--- src/rtl/muldiv_pkg.sv ---
package muldiv_pkg;

   typedef enum logic [1:0] {
      OP_MUL_S = 2'b00,
      OP_MUL_U = 2'b01,
      OP_DIV_S = 2'b10,
      OP_DIV_U = 2'b11
   } md_op_e;

   typedef enum logic [1:0] {
      ST_IDLE = 2'd0,
      ST_RUN  = 2'd1,
      ST_DONE = 2'd2
   } md_state_e;

   function automatic logic op_is_div(input logic [1:0] o);
      return o[1];
   endfunction

   function automatic logic op_is_signed(input logic [1:0] o);
      return ~o[0];
   endfunction

endpackage

--- src/rtl/muldiv_operand_prep.sv ---
module muldiv_operand_prep #(
   parameter int W = 32
) (
   input  logic [W-1:0] a_in,
   input  logic [W-1:0] b_in,
   input  logic         sgn,
   output logic [W-1:0] a_mag,
   output logic [W-1:0] b_mag,
   output logic         neg_ab,
   output logic         neg_a
);
   localparam int MSB = W - 1;

   logic a_neg, b_neg;

   assign a_neg  = sgn & a_in[MSB];
   assign b_neg  = sgn & b_in[MSB];
   assign a_mag  = a_neg ? (~a_in + 1'b1) : a_in;
   assign b_mag  = b_neg ? (~b_in + 1'b1) : b_in;
   assign neg_ab = a_neg ^ b_neg;
   assign neg_a  = a_neg;
endmodule

--- src/rtl/muldiv_mul_core.sv ---
module muldiv_mul_core #(
   parameter int W = 32
) (
   input  logic           clk,
   input  logic           rst_n,
   input  logic           load,
   input  logic           step,
   input  logic [W-1:0]   mplier,
   input  logic [W-1:0]   mcand_in,
   output logic [2*W-1:0] prod
);
   localparam int PW = 2 * W;

   logic [W-1:0]  mcand;
   logic [PW-1:0] acc;
   logic [W:0]    upper_sum;

   // add the multiplicand to the upper half when the current low bit is set
   assign upper_sum = {1'b0, acc[PW-1:W]} + (acc[0] ? {1'b0, mcand} : '0);

   always_ff @(posedge clk) begin
      if (!rst_n) begin
         mcand <= '0;
         acc   <= '0;
      end else if (load) begin
         mcand <= mcand_in;
         acc   <= {{W{1'b0}}, mplier};
      end else if (step) begin
         acc   <= {upper_sum, acc[W-1:1]};
      end
   end

   assign prod = acc;
endmodule

--- src/rtl/muldiv_div_core.sv ---
module muldiv_div_core #(
   parameter int W = 32
) (
   input  logic         clk,
   input  logic         rst_n,
   input  logic         load,
   input  logic         step,
   input  logic [W-1:0] dividend,
   input  logic [W-1:0] divisor,
   output logic [W-1:0] quo,
   output logic [W-1:0] rem
);
   logic [W-1:0] dvsr;
   logic [W-1:0] rem_r;
   logic [W-1:0] quo_r;
   logic [W:0]   shifted;
   logic [W:0]   trial;

   assign shifted = {rem_r, quo_r[W-1]};
   assign trial   = shifted - {1'b0, dvsr};

   always_ff @(posedge clk) begin
      if (!rst_n) begin
         dvsr  <= '0;
         rem_r <= '0;
         quo_r <= '0;
      end else if (load) begin
         dvsr  <= divisor;
         rem_r <= '0;
         quo_r <= dividend;
      end else if (step) begin
         if (!trial[W]) begin
            rem_r <= trial[W-1:0];
            quo_r <= {quo_r[W-2:0], 1'b1};
         end else begin
            // restore: keep the shifted partial remainder
            rem_r <= shifted[W-1:0];
            quo_r <= {quo_r[W-2:0], 1'b0};
         end
      end
   end

   assign quo = quo_r;
   assign rem = rem_r;
endmodule

--- src/rtl/muldiv_hilo_unit.sv ---
module muldiv_hilo_unit
   import muldiv_pkg::*;
#(
   parameter int         W       = 32,
   parameter logic [7:0] DZ_CODE = 8'h24
) (
   input  logic         clk,
   input  logic         rst_n,
   input  logic         start,
   input  logic [1:0]   op,
   input  logic [W-1:0] opa,
   input  logic [W-1:0] opb,
   output logic         busy,
   output logic [W-1:0] hi_q,
   output logic [W-1:0] lo_q,
   output logic         exc_req,
   output logic [7:0]   exc_code
);
   localparam int CW   = (W > 2) ? $clog2(W) : 1;
   localparam int LAST = W - 1;

   if (W < 4) begin : g_bad_width
      $error("muldiv_hilo_unit: W must be at least 4");
   end

   md_state_e    state;
   logic [CW-1:0] cnt;
   logic         accept, div_zero, go, stepping;
   logic         div_r, neg_ab_r, neg_a_r;
   logic         exc_r;

   logic [W-1:0]   a_mag, b_mag;
   logic           neg_ab, neg_a;
   logic [2*W-1:0] prod, prod_fix;
   logic [W-1:0]   quo, rem, quo_fix, rem_fix;

   assign accept   = start && (state == ST_IDLE);
   assign div_zero = accept && op_is_div(op) && (opb == '0);
   assign go       = accept && !div_zero;
   assign stepping = (state == ST_RUN);

   muldiv_operand_prep #(.W(W)) i_prep (
      .a_in   (opa),
      .b_in   (opb),
      .sgn    (op_is_signed(op)),
      .a_mag  (a_mag),
      .b_mag  (b_mag),
      .neg_ab (neg_ab),
      .neg_a  (neg_a)
   );

   muldiv_mul_core #(.W(W)) i_mul (
      .clk      (clk),
      .rst_n    (rst_n),
      .load     (go && !op_is_div(op)),
      .step     (stepping && !div_r),
      .mplier   (a_mag),
      .mcand_in (b_mag),
      .prod     (prod)
   );

   muldiv_div_core #(.W(W)) i_div (
      .clk      (clk),
      .rst_n    (rst_n),
      .load     (go && op_is_div(op)),
      .step     (stepping && div_r),
      .dividend (a_mag),
      .divisor  (b_mag),
      .quo      (quo),
      .rem      (rem)
   );

   assign prod_fix = neg_ab_r ? (~prod + 1'b1) : prod;
   assign quo_fix  = neg_ab_r ? (~quo + 1'b1) : quo;
   assign rem_fix  = neg_a_r  ? (~rem + 1'b1) : rem;

   always_ff @(posedge clk) begin
      if (!rst_n) begin
         state    <= ST_IDLE;
         cnt      <= '0;
         div_r    <= 1'b0;
         neg_ab_r <= 1'b0;
         neg_a_r  <= 1'b0;
         exc_r    <= 1'b0;
         hi_q     <= '0;
         lo_q     <= '0;
      end else begin
         exc_r <= div_zero;
         unique case (state)
            ST_IDLE: begin
               if (go) begin
                  state    <= ST_RUN;
                  cnt      <= '0;
                  div_r    <= op_is_div(op);
                  neg_ab_r <= neg_ab;
                  neg_a_r  <= neg_a;
               end
            end
            ST_RUN: begin
               cnt <= cnt + 1'b1;
               if (cnt == CW'(LAST)) state <= ST_DONE;
            end
            ST_DONE: begin
               state <= ST_IDLE;
               if (div_r) begin
                  hi_q <= rem_fix;
                  lo_q <= quo_fix;
               end else begin
                  hi_q <= prod_fix[2*W-1:W];
                  lo_q <= prod_fix[W-1:0];
               end
            end
            default: state <= ST_IDLE;
         endcase
      end
   end

   assign busy     = (state != ST_IDLE);
   assign exc_req  = exc_r;
   assign exc_code = exc_r ? DZ_CODE : 8'h00;
endmodule

--- config.mk ---
export PLATFORM = sky130hd
export DESIGN_NAME = muldiv_hilo_unit
export DESIGN_NICKNAME = d
export VERILOG_FILES = /design/src/rtl/muldiv_pkg.sv /design/src/rtl/muldiv_operand_prep.sv /design/src/rtl/muldiv_mul_core.sv /design/src/rtl/muldiv_div_core.sv /design/src/rtl/muldiv_hilo_unit.sv
export SDC_FILE = /design/constraint.sdc
export NUM_CORES = 1
export LEC_CHECK = 0
export ABC_AREA = 0
export BUFFER_PORTS_ARGS = -buffer_cell sky130_fd_sc_hd__buf_2
export CORE_AREA = 2 2 278 170
export DETAILED_ROUTE_END_ITERATION = 12
export DIE_AREA = 0 0 280 172
export GPL_TIMING_DRIVEN = 0
export PLACE_DENSITY = 0.67
export SKIP_CTS_REPAIR_TIMING = 1
export SYNTH_ARGS = -nofsm -noshare
export SYNTH_HDL_FRONTEND = slang
export SYNTH_SLANG_ARGS = --single-unit
--- constraint.sdc ---
create_clock -name clk -period 10.68 [get_ports clk]
set_clock_uncertainty 0.15 [all_clocks]
set_input_delay 1.068 -clock clk [delete_from_list [all_inputs] [get_ports clk]]
set_output_delay 1.068 -clock clk [all_outputs]
set_load 0.05 [all_outputs]
==> impl_metrics.json <==
{
  "cp.arrival_ns": 4.82,
  "clk_latency_ns": 0.58,
  "rsz0062_at_grt": "no",
  "vdd_drop_max_mv": 0.105,
  "drt_iter0_markers": 2453,
  "vias": 19100,
  "drv_slew": 0,
  "numCtsBuffers": 28,
  "fmax_ghz": 0.224,
  "track_usage_pct": 29.0,
  "min_period_over_period_pct": 41.9,
  "nets": 2689,
  "initial_utilization_pct": 39.7,
  "rr_worst_depth": 15,
  "hp-class": "flip-flop to flip-flop",
  "core-area_mm2": 0.0457,
  "crit_required_ns": 11.03,
  "drc_errors": 0,
  "crit_path_max_fanout": 10,
  "path_clk_slew_ns": 0.07,
  "grt_pass1_vias": 17300,
  "async_reset_ff_share_pct": 0,
  "antenna_found_initial": 2,
  "total_power_uw": 2820,
  "syn_inst": 2375,
  "setup.worst_path.end_class": "flip-flop",
  "startpoint": "i_mul.prod[0]$_SDFFE_PN0P_",
  "yosys_most_used_dff": "dfxtp_1",
  "timing.rr.end": "i_mul.prod[59]$_SDFFE_PP0P_",
  "cts_tree": "done",
  "cp-start-kind": "flip-flop",
  "rrSetupSlack_ns": 6.21,
  "hold_viol": 0,
  "cts_sinks": 267,
  "ys_ff_latch": 267,
  "gp_congestion": 0.999,
  "rows": 61,
  "final.setup.tns_ns": 0,
  "ctsHtreeMaxLevel": 1,
  "period_minus_slack_ns": 4.47,
  "synth_top_area_share_pct": 29.5,
  "avgViaCountPerCell": 6.03,
  "whs_path_depth": 2,
  "grt_pass1_wl_um": 106000,
  "yosys_warnings": 0,
  "drt-total-wl_um": 72400,
  "port_buffers": 136,
  "cts_root_buf": "clkbuf_16",
  "dr.pass1.iters": 9,
  "die_width_um": 280,
  "min_from": "hi_q[10]$_SDFFE_PN0N_",
  "leakage_uw": 0.00918,
  "critPathKind": "flip-flop to flip-flop",
  "avgRoutedWirePerCell_um": 22.9,
  "io_pins": 143,
  "layout_common_cells": "nand2_1, dfxtp_1, a21oi_1",
  "worst_slew_pin_slew_ns": 1.25,
  "synth_edf_count": 0,
  "fp.dieArea_mm2": 0.0482,
  "whs_endpoint": "hi_q[10]$_SDFFE_PN0N_",
  "mostFrequentLayoutCell": "nand2_1",
  "gr-total-overflow": 0,
  "setup_violations": 0,
  "synth_cell_types": 80,
  "cts_buffer_depth": 3,
  "r2r_start": "i_mul.prod[0]$_SDFFE_PN0P_",
  "slew_headroom_pct": 16.0,
  "hpwl_um": 57000,
  "synth_top_area_cell": "dfxtp_1",
  "ys_seq_area_share_pct": 29.5,
  "die_h_um": 172,
  "final_antenna_net_count": 0,
  "syn_to_final_growth_pct": 13.8,
  "ys_top_cells_by_area": "dfxtp_1, nand2_1, xnor2_1",
  "drive_gt1_share_pct": 9.11,
  "syn_area_mm2": 0.0181,
  "grt_max_degree": 16,
  "status": "complete, no violations",
  "p_per_area_mw_per_mm2": 137,
  "maxCapViolCount": 0,
  "avgSynthCellArea_um2": 7.64
}
[Yosys cell counts (18+ instances only)]
library cell  count
nand2_1         387
dfxtp_1         267
a21oi_1         166
o21ai_0         160
clkbuf_1        129
nor2_1          126
xnor2_1         111
xor2_1          107
nand3_1          81
o211a_1          79
ha_1             71
and2_1           62
inv_1            61
and3_1           47
nor3_1           46
o31ai_1          41
nor2b_1          39
o211ai_1         37
a21o_1           31
a21boi_0         22
nand2b_1         22
or4_1            22
o41ai_1          21
a221oi_1         20
nor4_1           18
[where the power goes]
| part | internal (uW) | total, uW | switching [uW] |
|---|---|---|---|
| registers | 1030 | 1090 | 51.3 |
| clock network | 670 | 1140 | 469 |
| logic | 207 | 596 | 389 |
| total | 1910 | 2820 | 908 |
[worst max path at each step]
stage | to | cells after the start | slack [ns]
finish | i_mul.prod[59]$_SDFFE_PP0P_ | 15 | 6.21
global route | i_mul.prod[59]$_SDFFE_PP0P_ | 15 | 5.92
CTS | i_mul.prod[59]$_SDFFE_PP0P_ | 15 | 6.27
detailed placement | i_div.quo[13]$_SDFFE_PN0P_ | 12 | 6.21
global placement | i_mul.prod[59]$_SDFFE_PP0P_ | 15 | 6.31
floorplan | i_div.quo[4]$_SDFFE_PN0P_ | 10 | 7.21
[per-layer routing]
metal  routed length [um]  GRT usage [%]  up-vias
met5                   13              0        -
met4                 1940           7.18        2
met3                10000           10.0      140
met2                26700           37.8     1099
met1                33800           43.9     9063
li1                     -              -     8799
[kinds of logic (layout without fill, tap and decap cells)]
group,Yosys count,count (layout),synth area share [%]
mux,14,14,0.924
simple gates,903,903,23.9
fa+ha+maj,73,73,5.12
flops,267,267,29.5
buf+inv,217,406,4.72
xor+xnor,219,219,10.6
compound gates,681,681,25.3
other cells,1,7,0.0207
[flip-flops by register name (all words and copies together), names as in the netlist, 2 cells and up]
register     count
i_div.rem       32
i_div.dvsr      32
i_mul.prod      64
lo_q            32
cnt              5
state            2
hi_q            32
i_div.quo       32
i_mul.mcand     32
[critical path: stages (launching register included)]
cell and delay, ns:
dfxtp_1 0.30, clkbuf_1 0.28, clkbuf_1 0.36, and2_1 0.26, ha_1 0.22, fa_1 0.44
a211oi_1 0.45, o211ai_1 0.22, nand2_1 0.12, o21ai_0 0.18, a21oi_1 0.31, o21bai_1 0.18
a311oi_1 0.45, nor2_1 0.12, xnor2_1 0.15, a211oi_1 0.22
[metrics by stage]
step	hold slack (ns)	utilization [%]	cell area [um2]	worst slack [ns]	instances
finish	0.289	45.2	20700	6.21	3168
detailed placement	0.279	42.9	19600	6.21	3115
floorplan	0.274	-	18200	7.21	2380
global route	0.311	45.2	20700	5.92	3167
global placement	0.280	42.9	19600	6.31	3114
CTS	0.290	45.2	20700	6.27	3167
[cell type report]
cell class	count	area [um2]
multi-input cells	1896	12000
fillers	4556	25100
flip-flops and latches	267	5350
plain buffers	156	628
diodes	1	2.50
clock buffers	33	781
repair buffers	137	686
clock inverters	19	273
inverters	61	229
well taps	598	748
Note: power is estimated with default switching activity, not from simulation.
